File: config.mk
export PLATFORM = sky130hd
export DESIGN_NAME = io_base_decoder
export DESIGN_NICKNAME = d
export VERILOG_FILES = /design/src/rtl/iobd_pkg.sv /design/src/rtl/iobd_base_reg.sv /design/src/rtl/iobd_window_match.sv /design/src/rtl/io_base_decoder.sv
export SDC_FILE = /design/constraint.sdc
export NUM_CORES = 1
export LEC_CHECK = 0
export BUFFER_PORTS_ARGS = -buffer_cell sky130_fd_sc_hd__buf_2
export CORE_ASPECT_RATIO = 0.8
export CORE_MARGIN = 2
export CORE_UTILIZATION = 40
export CTS_BUF_LIST = sky130_fd_sc_hd__clkbuf_4
export DETAILED_ROUTE_END_ITERATION = 10
export PLACE_DENSITY = 0.73
export SLEW_MARGIN = 25
export SYNTH_ARGS = -nofsm -noshare
export SYNTH_HDL_FRONTEND = slang
export SYNTH_SLANG_ARGS = --single-unit
File: constraint.sdc
create_clock -name clk -period 3.2 [get_ports clk]
set_clock_uncertainty 0.1 [all_clocks]
set_input_delay 0.32 -clock clk [delete_from_list [all_inputs] [get_ports clk]]
set_output_delay 0.32 -clock clk [all_outputs]
set_load 0.05 [all_outputs]
File: src/rtl/iobd_pkg.sv
package iobd_pkg;
  localparam int          BASE_W     = 16;
  localparam logic [7:0]  IDX_BASE_HI = 8'h60;
  localparam logic [7:0]  IDX_BASE_LO = 8'h61;
  localparam logic [7:0]  IDX_ACTIVE  = 8'h30;
  localparam logic [7:0]  IDX_GLOBAL  = 8'h24;
  localparam int          QUAL_BIT    = 6;

  typedef enum logic {
    DEV_RUNTIME = 1'b0,
    DEV_PORT    = 1'b1
  } dev_e;
endpackage

File: src/rtl/iobd_base_reg.sv
module iobd_base_reg
  import iobd_pkg::*;
#(
  parameter int   ALIGN_BITS = 7,
  parameter dev_e DEV_ID     = DEV_RUNTIME
) (
  input  logic              clk,
  input  logic              rst_n,
  input  logic              wr_en,
  input  logic              wr_dev,
  input  logic [7:0]        wr_idx,
  input  logic [7:0]        wr_data,
  output logic [BASE_W-1:0] base_q,
  output logic              act_q
);
  localparam logic [BASE_W-1:0] KEEP_MASK = {BASE_W{1'b1}} << ALIGN_BITS;

  logic              hit;
  logic              base_en;
  logic              act_en;
  logic [BASE_W-1:0] base_d;
  logic              act_d;

  always_comb begin
    hit     = wr_en && (wr_dev == DEV_ID);
    base_en = hit && ((wr_idx == IDX_BASE_HI) || (wr_idx == IDX_BASE_LO));
    act_en  = hit && (wr_idx == IDX_ACTIVE);
    base_d  = base_q;
    if (wr_idx == IDX_BASE_HI) base_d[15:8] = wr_data;
    else                       base_d[7:0]  = wr_data;
    base_d  = base_d & KEEP_MASK;
    act_d   = wr_data[0];
  end

  always_ff @(posedge clk or negedge rst_n) begin
    if (!rst_n) begin
      base_q <= '0;
    end else if (base_en) begin
      base_q <= base_d;
    end
  end

  always_ff @(posedge clk or negedge rst_n) begin
    if (!rst_n) begin
      act_q <= 1'b0;
    end else if (act_en) begin
      act_q <= act_d;
    end
  end
endmodule

File: src/rtl/iobd_window_match.sv
module iobd_window_match
  import iobd_pkg::*;
#(
  parameter int              ALIGN_BITS = 7,
  parameter int              DEC_W      = 12,
  parameter logic [BASE_W-1:0] BASE_MIN = 16'h0000,
  parameter logic [BASE_W-1:0] BASE_MAX = 16'h0F7F
) (
  input  logic                  io_valid,
  input  logic [BASE_W-1:0]     io_addr,
  input  logic [BASE_W-1:0]     base,
  input  logic                  active,
  input  logic                  qual,
  output logic                  hit,
  output logic [ALIGN_BITS-1:0] off
);
  logic in_range;
  logic upper_ok;
  logic addr_eq;

  always_comb begin
    in_range = (base >= BASE_MIN) && (base <= BASE_MAX);
    upper_ok = !qual || (io_addr[BASE_W-1:DEC_W] == '0);
    addr_eq  = (io_addr[DEC_W-1:ALIGN_BITS] == base[DEC_W-1:ALIGN_BITS]);
    hit      = io_valid && active && in_range && upper_ok && addr_eq;
    off      = io_addr[ALIGN_BITS-1:0];
  end
endmodule

File: src/rtl/io_base_decoder.sv
module io_base_decoder
  import iobd_pkg::*;
#(
  parameter int RT_ALIGN = 7,
  parameter int PT_ALIGN = 1,
  parameter int DEC_W    = 12
) (
  input  logic                clk,
  input  logic                rst_n,
  input  logic                cfg_wr,
  input  logic                cfg_dev,
  input  logic [7:0]          cfg_idx,
  input  logic [7:0]          cfg_wdata,
  output logic [7:0]          cfg_rdata,
  input  logic                io_valid,
  input  logic [BASE_W-1:0]   io_addr,
  output logic                rt_sel,
  output logic [RT_ALIGN-1:0] rt_off,
  output logic                port_sel,
  output logic [PT_ALIGN-1:0] port_off
);
  logic [1:0]        sync_q;
  logic              rst_sync_n;
  logic              qual_q;
  logic              qual_en;
  logic              qual_d;
  logic [BASE_W-1:0] rt_base;
  logic [BASE_W-1:0] pt_base;
  logic              rt_act;
  logic              pt_act;
  logic              rt_hit;
  logic              pt_hit;
  logic [RT_ALIGN-1:0] rt_raw_off;
  logic [PT_ALIGN-1:0] pt_raw_off;
  logic [BASE_W-1:0] sel_base;
  logic              sel_act;

  always_ff @(posedge clk or negedge rst_n) begin
    if (!rst_n) begin
      sync_q <= 2'b00;
    end else begin
      sync_q <= {sync_q[0], 1'b1};
    end
  end
  assign rst_sync_n = sync_q[1];

  always_comb begin
    qual_en = cfg_wr && (cfg_idx == IDX_GLOBAL);
    qual_d  = cfg_wdata[QUAL_BIT];
  end

  always_ff @(posedge clk or negedge rst_sync_n) begin
    if (!rst_sync_n) begin
      qual_q <= 1'b0;
    end else if (qual_en) begin
      qual_q <= qual_d;
    end
  end

  iobd_base_reg #(.ALIGN_BITS(RT_ALIGN), .DEV_ID(DEV_RUNTIME)) u_rt_reg (
    .clk(clk), .rst_n(rst_sync_n), .wr_en(cfg_wr), .wr_dev(cfg_dev),
    .wr_idx(cfg_idx), .wr_data(cfg_wdata), .base_q(rt_base), .act_q(rt_act)
  );

  iobd_base_reg #(.ALIGN_BITS(PT_ALIGN), .DEV_ID(DEV_PORT)) u_pt_reg (
    .clk(clk), .rst_n(rst_sync_n), .wr_en(cfg_wr), .wr_dev(cfg_dev),
    .wr_idx(cfg_idx), .wr_data(cfg_wdata), .base_q(pt_base), .act_q(pt_act)
  );

  iobd_window_match #(.ALIGN_BITS(RT_ALIGN), .DEC_W(DEC_W),
                      .BASE_MIN(16'h0000), .BASE_MAX(16'h0F7F)) u_rt_match (
    .io_valid(io_valid), .io_addr(io_addr), .base(rt_base), .active(rt_act),
    .qual(qual_q), .hit(rt_hit), .off(rt_raw_off)
  );

  iobd_window_match #(.ALIGN_BITS(PT_ALIGN), .DEC_W(DEC_W),
                      .BASE_MIN(16'h0100), .BASE_MAX(16'h0FFE)) u_pt_match (
    .io_valid(io_valid), .io_addr(io_addr), .base(pt_base), .active(pt_act),
    .qual(qual_q), .hit(pt_hit), .off(pt_raw_off)
  );

  always_comb begin
    rt_sel   = rt_hit;
    port_sel = pt_hit && !rt_hit;
    rt_off   = rt_sel   ? rt_raw_off : '0;
    port_off = port_sel ? pt_raw_off : '0;
  end

  always_comb begin
    sel_base = (cfg_dev == DEV_PORT) ? pt_base : rt_base;
    sel_act  = (cfg_dev == DEV_PORT) ? pt_act  : rt_act;
    cfg_rdata = 8'h00;
    case (cfg_idx)
      IDX_BASE_HI: cfg_rdata = sel_base[15:8];
      IDX_BASE_LO: cfg_rdata = sel_base[7:0];
      IDX_ACTIVE:  cfg_rdata = {7'b0, sel_act};
      IDX_GLOBAL:  cfg_rdata[QUAL_BIT] = qual_q;
      default:     cfg_rdata = 8'h00;
    endcase
  end
endmodule

* Word-level counts from Yosys, hierarchy flattened
Index checks and enable logic that the tools add are counted.
** Word-level totals
- Input port bits :: 37
- Flip-flop bits (word level) :: 29
- Output and inout port bits :: 18
** Cells by class
- Bitwise logic cells :: 2
- $lt $le $gt $ge :: 4
- Eq/ne operators :: 6
- Muxes and demuxes :: 7
- Reduce and logical (&&, ||, !) cells :: 27
** Operators by type and width (count)
- $le 16x12->1 const B :: 2
- $logic_and 1x1->1 :: 18
- $pmux 6 s3 :: 1
- $eq 8x6->1 const B :: 2
- $eq 8x7->1 const B :: 2
- $ge 16x1->1 const B :: 1
- $ge 16x9->1 const B :: 1
- $mux 16 :: 1
- $eq 11x11->1 :: 1
- $reduce_and 2->1 :: 4
- $mux 7 :: 1
- $eq 5x5->1 :: 1
- $logic_not 4->1 :: 1
- $pmux 1 s3 :: 1
- $logic_not 1->1 :: 2
- $logic_or 1x1->1 :: 2
- $mux 1 :: 2
- $not 1->1 :: 2
- $pmux 1 s2 :: 1

* Depth between registers and ports, before layout
Gate-level depths: netlist of run 1.
- Word-level depth :: 8
- Mapped depth :: 6
- Gate-level depth less buffers :: 4

* Modules after synthesis
A second synthesis of run 1 with hierarchy kept.
** Unflattened totals
- Cell total of the unflattened synthesis :: 174
- Area, all modules :: 2034.5 um^2
** By module, submodules not included
- iobd_base_reg at u_pt_reg :: cells an instance 41, times used 1, area an instance 673.1 um^2
- io_base_decoder :: cells an instance 50, times used 1, area an instance 504.2 um^2
- iobd_base_reg at u_rt_reg :: cells an instance 36, times used 1, area an instance 486.7 um^2
- iobd_window_match at u_pt_match :: cells an instance 27, times used 1, area an instance 210.2 um^2
- iobd_window_match at u_rt_match :: cells an instance 20, times used 1, area an instance 160.2 um^2

* Least setup slack after synthesis of run 1
No wires, ideal clock.
- Path type :: reg2out
- Start :: register u_rt_reg.base_q[14]
- End :: output rt_off[0]
- Required time :: 2.780 ns
- Setup slack :: 0.074 ns
- Buffers on the path :: 0
- Arrival :: 2.706 ns
- Stages on the path, launching flop included :: 5
- Cells stage by stage :: dfrtp_1 or4b_1 or4_4 a2111oi_4 and2_1
** On the way
- Word-level cells in the longest chain between the ends :: 6
** Ends and longest elaborated chain
- from (decl) :: line iobd_base_reg.sv:13 : output logic [BASE_W-1:0] base_q,
- from (signal assigned) :: line iobd_base_reg.sv:39 : base_q <= base_d;
- $ge 16x1->1 or $le 16x12->1 (tied branches) :: line iobd_window_match.sv:22 : in_range = (base >= BASE_MIN) && (base <= BASE_MAX);
- $logic_and 1x1->1 (*) :: line iobd_window_match.sv:22
- $logic_and 1x1->1 (*) (3 in series) :: line iobd_window_match.sv:25 : hit = io_valid && active && in_range && upper_ok && addr_eq;
- net rt_sel :: line io_base_decoder.sv:17 : output logic rt_sel,
- $mux 7 (*) :: line io_base_decoder.sv:85 : rt_off = rt_sel ? rt_raw_off : '0;
- to (decl) :: line io_base_decoder.sv:18 : output logic [RT_ALIGN-1:0] rt_off,
Mark *: on every way through the listed nets, which the timed path passes. The rest lies on a longest branch.

* Worst setup path after layout of run 1
- Start :: register u_rt_reg.base_q[14]
- End :: output rt_off[5]
** On the way
- Word-level cells in the longest chain between the ends :: 6
** Ends and longest elaborated chain (line)
- $ge 16x1->1 or $le 16x12->1 (tied branches) :: iobd_window_match.sv:22
- $logic_and 1x1->1 (*) :: iobd_window_match.sv:22
- $logic_and 1x1->1 (*) (3 in series) :: iobd_window_match.sv:25
- $mux 7 (*) :: io_base_decoder.sv:85
Every way passes the cells marked *; elsewhere a longest branch is shown, timed or not.

==> results of run 1 <==
==> power groups by stage <==
stage	clock, W	combinational (W)	sequential [W]
2_1_floorplan	0	0.0000409	0.000395
3_3_place_gp	0	0.0000766	0.000400
3_5_place_dp	0	0.0000770	0.000401
4_1_cts	0.000211	0.0000784	0.000394
5_1_grt	0.000228	0.0000864	0.000396
6_report	0.000208	0.0000786	0.000393
==> registers in the layout, summed over array words and instances, names as in the netlist <==
register and count:
qual_q 1, sync_q 2, u_pt_reg.act_q 1, u_pt_reg.base_q 15, u_rt_reg.act_q 1, u_rt_reg.base_q 9
==> cell usage after synthesis <==
cell       instances
xor2_1            13
nor3b_2            1
nor3_2             1
xnor2_1            3
or4_4              1
mux4_2             1
nand2_1            6
and3_1             2
nand3_1            6
mux2i_1            7
nor4bb_1           1
o31ai_1            1
mux2_2            28
conb_1             1
nand4_1            1
nor4_1             5
nor4b_1            2
nor2_1            11
o21ai_0            1
dfrtp_1           29
and4b_1            1
a22o_1             1
and2_1             8
or4b_1             1
o41ai_1            1
nor2b_1            1
a2111oi_4          1
and4_2             1
a31oi_1            5
nand2b_1           1
clkbuf_1           4
nor3_1             2
==> metal layers <==
metal  share of wire (%)  GRT usage [%]  vias to the layer above  routed length (um)
met2                  42           26.5                       56                1710
met4                 1.4           4.09                        0                  55
met5                   0              0                        -                   0
met1                  51           26.6                      678                2060
met3                 6.0           3.92                        7                 244
li1                    -              -                      669                   -
==> area by class of cell <==
type,count,area [um2],share of cell area [%]
Sequential cell,29,727,34.6
Clock inverter,3,12.5,0.596
Timing Repair Buffer,58,303,14.4
Multi-Input combinational cell,115,948,45.2
Tap cell,57,71.3,3.40
Clock buffer,5,37.5,1.79
==> timing repair <==
item,in CTS,in global routing
buffers inserted,0,2
hold endpoints to repair,2,0
endpoints found under the setup margin,0,7
resized for setup,0,0
hold buffers,1,0
==> cells by family after synthesis <==
kind of cell,count (synthesis),synth area share (%)
AOI/OAI and AO/OA,10,5.26
xor gates and xnor gates,16,8.30
buffers and inverters,4,0.889
DFF,29,43.0
muxes,36,24.1
other,1,0.222
and+or+nand+nor,52,18.2
==> critical path, cell delays in order (launching register included) <==
cell,delay [ns]
dfrtp_1,0.40
or4b_1,0.53
or4_4,0.53
a2111oi_4,0.31
buf_4,0.18
and2_1,0.12
buf_2,0.25
==> metrics by stage <==
step / instance area (um2) / setup slack, ns
floorplan: 1690 / 0.0742
global placement: 2020 / 0.492
detailed placement: 2020 / 0.435
CTS: 2080 / 0.0742
global route: 2100 / 0.0321
finish: 2100 / 0.130
==> worst max-delay path by stage <==
stage / endpoint / cells after the start / slack (ns)
final: rt_off[5] / 6 / 0.13
after global routing: rt_off[6] / 6 / 0.03
after CTS: rt_off[5] / 5 / 0.07
after floorplan: rt_off[0] / 4 / 0.07
after detailed placement: rt_off[5] / 5 / 0.44
after global placement: rt_off[6] / 5 / 0.49
==> metrics, run 1 <==
R2R Path Start=u_rt_reg.base_q[7]$_DFFE_PN0P_; sequential share of the synthesized area=43.0%; Synth-to-Final Area Change=24.3%; hold path depth=2; Switching Share=26.9%; Boundary Pins=55; synth warn=0; 1st-pass router iterations=4; flops & latches, synth=29; max-cap viol count=0; layout cells sized above 1=46.7%; DR vias/cell=5.28; first-pass GRT wire length=6730 um; hold path start=cfg_wdata[2]; initial drt markers=127; Tmin final=3.07 ns; largest cells by area after synthesis=dfrtp_1 (43%), mux2_2 (19%), xor2_1 (6.7%), mux2i_1 (4.1%), and2_1 (3.0%); Psw=0.000183 W; cell area power density=324 nW/um2; initial core utilization=40.9%; RD Place Congestion=0.900; top-area cell type share of the netlist area=43.0%; total grt overflow=0; Seq pwr share=57.9%; CP Class=flop to output pin; DRC errors left=0; largest net degree at the start of global routing=28; RSZ-0062 raised after global routing=false; antenna fix cells=0; Fin. Hold Viols=0; Routed WL per cell=15.2 um; CP startpoint=u_rt_reg.base_q[14]$_DFFE_PN0P_; Clock Path Buffers=2; Clock Latency Late Sink=0.32 ns; Layout Cells excl Fill=267; combinational share of power=11.6%; IO Port Bufs=54; fin crit share=95.9%; clock root buffer master=clkbuf_4; H-tree levels=2; Pleak=1.07 nW; power share of the clock group=30.6%; Die X=76.7 um; post-placement cell count=256; Mapped Area=1690 um2; synthesized instance count=148; max frequency=326 MHz; Critical Path RT=2.78 ns; most frequent cells in the layout=buf_2 (54), mux2_2 (28), dfrtp_1 (28); min-delay worst type=input pin to flop; worst reg2reg setup slack=2.26 ns; die area=4760 um2; commonest non-fill, non-tap cell in the layout=buf_2; overall routing resource usage=17.8%; Num CTS Buffers=5; clk slew on worst S/H paths=0.10 ns; final core utilization=50.9%; Reg2Reg Depth=1; CTS tree=done; Core ar.=4130 um2; vias post-DR=1410; Pins Over Slew Limit=0; Site Rows=21; Worst-Margin Slew=0.770 ns; internal power=0.000496 W; vias in the first global route=1366; syn_nets=185; crit start category=flop; Die Height=62.1 um; Max rail drop VDD=0.242 mV; final net count=246; antenna violations before repair=0; synth unique cells=32; Fillers=385; Mean Syn Cell Area=11.4 um2; Setup TNS=0 ns; Routed Antenna Nets=0; reg2reg end=u_rt_reg.base_q[7]$_DFFE_PN0P_; Crit. End Element=output pin; Sink Count=29; hold_ws=0.148 ns; Post-DP HPWL=3090 um; crit path max fanout=4; cell taking the most area after synthesis=dfrtp_1; Final setup viols=0; Max-slew headroom=48.5%; total power=0.000679 W; drt total wl=4070 um; Hold Path Sink=u_pt_reg.base_q[2]$_DFFE_PN0P_; status=complete, no violations; crit path DAT=2.65 ns
Note: power is estimated with default switching activity, not from simulation.
==> run 2, diff against run 1 <==
--- a/config.mk
+++ b/config.mk
@@ -6,12 +6,14 @@
 export NUM_CORES = 1
 export LEC_CHECK = 0
 export BUFFER_PORTS_ARGS = -buffer_cell sky130_fd_sc_hd__buf_2
+export CELL_PAD_IN_SITES_DETAIL_PLACEMENT = 0
+export CELL_PAD_IN_SITES_GLOBAL_PLACEMENT = 2
 export CORE_ASPECT_RATIO = 0.8
 export CORE_MARGIN = 2
-export CORE_UTILIZATION = 40
-export CTS_BUF_LIST = sky130_fd_sc_hd__clkbuf_4
+export CORE_UTILIZATION = 34
 export DETAILED_ROUTE_END_ITERATION = 10
-export PLACE_DENSITY = 0.73
+export PLACE_DENSITY = 0.93
+export SETUP_SLACK_MARGIN = 0.5
 export SLEW_MARGIN = 25
 export SYNTH_ARGS = -nofsm -noshare
 export SYNTH_HDL_FRONTEND = slang
==> run 2 against run 1 <==
Net effect: first-iteration DRC count fell by 57%; sequential cell count did not move; combinational power rose by 3.4%; utilization fell by 1.9 points; non-clock buffer count rose by 3; fmax rose by 10%.
==> metrics, run 2 (same netlist as run 1, synthesis figures left out) <==
Clock Path Buffers=2 (unchanged); most frequent cells in the layout=buf_2 (44), mux2_2 (28), dfrtp_1 (28); max FFs per register=15 (unchanged); Final WS setup=0.413 ns (+0.283 ns); reg2reg end=u_rt_reg.base_q[12]$_DFFE_PN0P_; Pins Over Slew Limit=0 (unchanged); crit start category=flop; status=complete, no violations; vias post-DR=1422 (+0.85%); H-tree levels=2 (unchanged); Top reg by flops=u_pt_reg.base_q; final net count=249 (+1.2%); biggest regs=u_pt_reg.base_q: 15 flops, u_rt_reg.base_q: 9 flops, sync_q: 2 flops; Die Height=67.0 um (+7.9%); Site Rows=22 (+4.8%); antenna fix cells=0 (unchanged); crit path DAT=2.37 ns (-0.28 ns); Die X=82.8 um (+8.0%); IO Port Bufs=54 (unchanged); Boundary Pins=55 (unchanged); Routed Antenna Nets=0 (unchanged); dpl ws=0.388 ns (-0.0473 ns); layout cells sized above 1=52.1% (+5.4 points); CP Class=flop to output pin; R2R Path Start=u_rt_reg.base_q[12]$_DFFE_PN0P_; DR vias/cell=5.21 (-1.4%); Final setup viols=0 (unchanged); crit path max fanout=5 (+1); commonest non-fill, non-tap cell in the layout=buf_2; cell area power density=370 nW/um2 (+14%); Setup TNS=0 ns (unchanged); max frequency=359 MHz (+10%); Post-DP HPWL=3170 um (+2.7%); Fillers=460 (+19%); final core utilization=49.0% (-1.9 points); Worst-Margin Slew=0.617 ns (-0.153 ns); Tmin final=2.79 ns (-0.283 ns); Core ar.=4680 um2 (+13%); Clock Latency Late Sink=0.28 ns (-0.04 ns); first-pass GRT wire length=6860 um (+1.9%); clk slew on worst S/H paths=0.06 ns (-0.04 ns); initial drt markers=55 (-57%); RSZ-0062 raised after global routing=true; Sink Count=29 (unchanged); antenna violations before repair=0 (unchanged); Synth-to-Final Area Change=35.6%; fin crit share=87.1% (-8.8 points); largest net degree at the start of global routing=28 (unchanged); CTS tree=done; drt total wl=4380 um (+7.6%); overall routing resource usage=16.4% (-1.4 points); min-delay worst type=flop to asynchronous set/reset pin; die area=5550 um2 (+17%); worst reg2reg setup slack=2.21 ns (-0.05 ns); Max-slew headroom=58.9% (+10 points); max-cap viol count=0 (unchanged); Max rail drop VDD=0.231 mV (-4.6%); Fin. Hold Viols=0 (unchanged); Pleak=1.13 nW (+6.0%); Num CTS Buffers=5 (unchanged); 1st-pass router iterations=4 (unchanged); initial core utilization=36.1% (-4.9 points); Critical Path RT=2.78 ns (about the same); total grt overflow=0 (unchanged); clock root buffer master=clkbuf_8; RD Place Congestion=0.763 (-15%); Routed WL per cell=16.0 um (+5.3%); DRC errors left=0 (unchanged); Crit. End Element=output pin; Reg2Reg Depth=2 (+1); vias in the first global route=1357 (-0.66%)
-- run 2: critical path, cell delays in order, from the launching register on --
cell and delay [ns]:
dfrtp_1 0.39, or4b_1 0.51, or4_4 0.43, a2111oi_4 0.27
buf_6 0.18, and2_2 0.15, buf_6 0.15
-- run 2: power breakdown --
| part | total (W) | internal (W) | leakage, nW | switching (W) |
|---|---|---|---|---|
| registers | 0.000394 | 0.000377 | 0.397 | 0.0000164 |
| clock network | 0.000373 | 0.000231 | 0.0552 | 0.000142 |
| logic | 0.0000813 | 0.0000411 | 0.682 | 0.0000402 |
| total | 0.000848 | 0.000649 | 1.13 | 0.000199 |
-- run 2: repair_timing --
action	in CTS	in global routing
cloned	0	1
setup endpoints to repair	10	10
hold buffers	1	0
setup buffers	1	2
endpoints found under the hold margin	2	0
gates resized for setup	9	26
pin swaps	1	9
-- run 2: worst max path at each step --
stage                                     from  cells after the start  slack (ns)   endpoint
2_1_floorplan  u_rt_reg.base_q[14]$_DFFE_PN0P_                      4        0.08  rt_off[0]
3_3_place_gp   u_rt_reg.base_q[14]$_DFFE_PN0P_                      5        0.41  rt_off[1]
3_5_place_dp   u_rt_reg.base_q[14]$_DFFE_PN0P_                      5        0.39  rt_off[6]
4_1_cts        u_rt_reg.base_q[14]$_DFFE_PN0P_                      6        0.26  rt_off[1]
5_1_grt        u_rt_reg.base_q[12]$_DFFE_PN0P_                      6        0.32  rt_off[4]
6_report       u_rt_reg.base_q[12]$_DFFE_PN0P_                      6        0.41  rt_off[4]
-- run 2: routing by layer --
metal	wire (um)	vias up	GRT usage [%]
li1	-	672	-
met1	2250	704	23.4
met2	1850	42	23.9
met3	245	4	4.96
met4	27	0	4.92
met5	0	-	0
-- run 2: cell type report --
cell class	count	area (um2)	area share, %
timing repair buffer	61	407	17.7
clock inverter	2	35.0	1.53
tap	60	75.1	3.28
clock buffer	6	72.6	3.17
multi-input combinational	115	975	42.5
sequential	29	727	31.7
-- run 2: stage by stage --
stage / cell area, um2 / hold slack [ns] / instances / total power [W]
after global routing: 2290 / 0.190 / 273 / 0.000885
after floorplan: 1700 / -0.0756 / 148 / 0.000437
after CTS: 2200 / 0.193 / 270 / 0.000854
final: 2290 / 0.187 / 273 / 0.000848
after global placement: 2050 / 0.00653 / 260 / 0.000479
after detailed placement: 2050 / 0.00750 / 260 / 0.000480
==> run 3, diff against run 2 <==
==> constraint.sdc (replaced) <==
create_clock -name clk -period 3.2 [get_ports clk]
set_clock_uncertainty 0.1 [all_clocks]
set_input_delay 0.64 -clock clk [delete_from_list [all_inputs] [get_ports clk]]
set_output_delay 0.64 -clock clk [all_outputs]
set_load 0.05 [all_outputs]
==> run 3 against run 2 <==
Net effect: largest cell class unchanged; the run now ends with negative setup slack left; utilization up 1.0 points; sequential cell count did not move; design area up 2.1%; via count decreased by 1.8%; largest power group unchanged; total power shrank 8.7%; final cell count increased by 0.37%; hold slack worse by 0.15 ns; fmax fell by 14%; critical path depth is 1 higher.
==> metrics, run 3 (same netlist as run 1, synthesis figures left out) <==
1st-pass router iterations=4 (unchanged); reg2reg end=u_rt_reg.base_q[14]$_DFFE_PN0P_; largest net degree at the start of global routing=28 (unchanged); Crit. End Element=output pin; layout cells sized above 1=56.5% (+4.4 points); Max rail drop VDD=0.275 mV (+19%); global routing's busiest layer=met2; Critical Path RT=2.46 ns (-0.32 ns); DRC errors left=0 (unchanged); min-delay worst type=input pin to asynchronous set/reset pin; max-cap viol count=0 (unchanged); die area=5550 um2 (unchanged); vias in the first global route=1376 (+1.4%); Core ar.=4680 um2 (unchanged); commonest non-fill, non-tap cell in the layout=buf_2; first-pass GRT wire length=7080 um (+3.2%); Final setup viols=4 (+4); Final Instance Area=2340 um2 (+2.1%); clk slew on worst S/H paths=0.06 ns (about the same); Sink Count=29 (unchanged); initial core utilization=36.1% (unchanged); worst reg2reg setup slack=2.12 ns (-0.09 ns); cell area power density=331 nW/um2 (-11%); met3 Use GR=6.07% (+1.1 points); Routed Antenna Nets=0 (unchanged); R2R Path Start=u_rt_reg.base_q[14]$_DFFE_PN0P_; max frequency=310 MHz (-14%); H-tree levels=2 (unchanged); overall routing resource usage=16.4% (-0.027 points); Final WS setup=-0.0310 ns (-0.444 ns); Clock Latency Late Sink=0.28 ns (about the same); Fin. Hold Viols=0 (unchanged); RSZ-0062 raised after global routing=true; Top reg by flops=u_pt_reg.base_q; CP startpoint=u_rt_reg.base_q[14]$_DFFE_PN0P_; IO Port Bufs=54 (unchanged); hold-fix buffers at CTS=0 (-1); most frequent cells in the layout=buf_2 (42), mux2_2 (28), dfrtp_1 (28); Synth-to-Final Area Change=38.4%; Max-slew headroom=60.4% (+1.6 points); vias post-DR=1396 (-1.8%); Worst-Margin Slew=0.593 ns (-0.0236 ns); CTS tree=done; Routed WL per cell=15.4 um (-3.7%); antenna violations before repair=0 (unchanged); Pleak=1.15 nW (+1.0%); DR vias/cell=5.09 (-2.2%); Pins Over Slew Limit=0 (unchanged); initial drt markers=25 (-55%); total grt overflow=0 (unchanged); biggest regs=u_pt_reg.base_q: 15 flops, u_rt_reg.base_q: 9 flops, sync_q: 2 flops; failing checks=negative setup slack; crit path max fanout=5 (unchanged); Setup TNS=-0.0480 ns (-0.0480 ns); max FFs per register=15 (unchanged); drt total wl=4230 um (-3.4%); Tmin final=3.23 ns (+0.444 ns); Reg2Reg Depth=3 (+1); Die Height=67.0 um (unchanged); status=complete, but fails checks; Post-DP Area=2100 um2 (+2.4%); RD Place Congestion=0.731 (-4.2%); crit start category=flop; fin crit share=101% (+14 points); CP Class=flop to output pin; Clock Path Buffers=2 (unchanged); clock root buffer master=clkbuf_8; Die X=82.8 um (unchanged); M1 GR Usage=22.9% (-0.56 points); Post-DP HPWL=3150 um (-0.83%); met2 Usage GRT=24.2% (+0.30 points); Site Rows=22 (unchanged); crit path to=port_off; final net count=251 (+0.80%); Num CTS Buffers=5 (unchanged); Fillers=443 (-3.7%); crit path DAT=2.49 ns (+0.12 ns); Boundary Pins=55 (unchanged); antenna fix cells=0 (unchanged)
## run 3: changes by cell type in the layout (fill, tap and decap cells not counted), moves of 2 or more
cell     before  now
and2_2        1    3
nor2_2        0    5
nor2_1       11    6
and2_4        6    4
buf_2        44   42
nor4b_1       2    0
buf_4         7   11
## run 3: worst min-delay path by stage
stage                     cells past startpoint                              to  slack (ns)
after global placement                        0             sync_q[1]$_DFF_PN0_        0.23
after detailed placement                      0  u_pt_reg.base_q[5]$_DFFE_PN0P_        0.20
after floorplan                               0             sync_q[1]$_DFF_PN0_        0.23
final                                         1             sync_q[0]$_DFF_PN0_        0.04
after CTS                                     1             sync_q[1]$_DFF_PN0_        0.03
after global routing                          1             sync_q[1]$_DFF_PN0_        0.02
## run 3: final cells by class
cell class / count / area (um2) / share of cell area, %
Multi-Input combinational cell: 115 / 1020 / 43.6
Sequential cell: 29 / 727 / 31.1
Timing Repair Buffer: 63 / 432 / 18.5
Clock buffer: 7 / 86.3 / 3.69
Tap cell: 60 / 75.1 / 3.21
## run 3: critical path, cell delays in order, from the launching register on
cell and delay (ns):
dfrtp_1 0.37, or4b_4 0.54, or4_4 0.53, a2111oi_4 0.25
buf_4 0.20, buf_6 0.10, nor4b_2 0.03, buf_4 0.19
## run 3: layer usage
layer	vias up	share of wire, %
li1	675	-
met1	680	52
met2	41	43
met3	0	5.4
met4	0	0
met5	-	0
## run 3: what timing repair did
item | 4_1_cts | 5_1_grt
endpoints found under the setup margin | 12 | 11
gates cloned | 1 | 0
pin swaps | 4 | 2
buffers inserted | 3 | 1
gates resized for setup | 32 | 6
## run 3: stage by stage
step / utilization [%] / setup slack, ns / hold WS [ns] / total power, W / std cells
global placement: 44.8 / 0.144 / 0.235 / 0.000479 / 262
CTS: 49.3 / -0.105 / 0.0274 / 0.000782 / 273
global route: 50.0 / -0.117 / 0.0163 / 0.000817 / 274
floorplan: - / -0.194 / 0.231 / 0.000438 / 148
finish: 50.0 / -0.0310 / 0.0360 / 0.000774 / 274
detailed placement: 44.8 / 0.123 / 0.197 / 0.000480 / 262
## run 3: where the power goes
| part | switching [W] | internal, W |
|---|---|---|
| sequential | 0.0000168 | 0.000378 |
| combinational | 0.0000404 | 0.0000422 |
| clock | 0.000127 | 0.000170 |
| total | 0.000184 | 0.000590 |
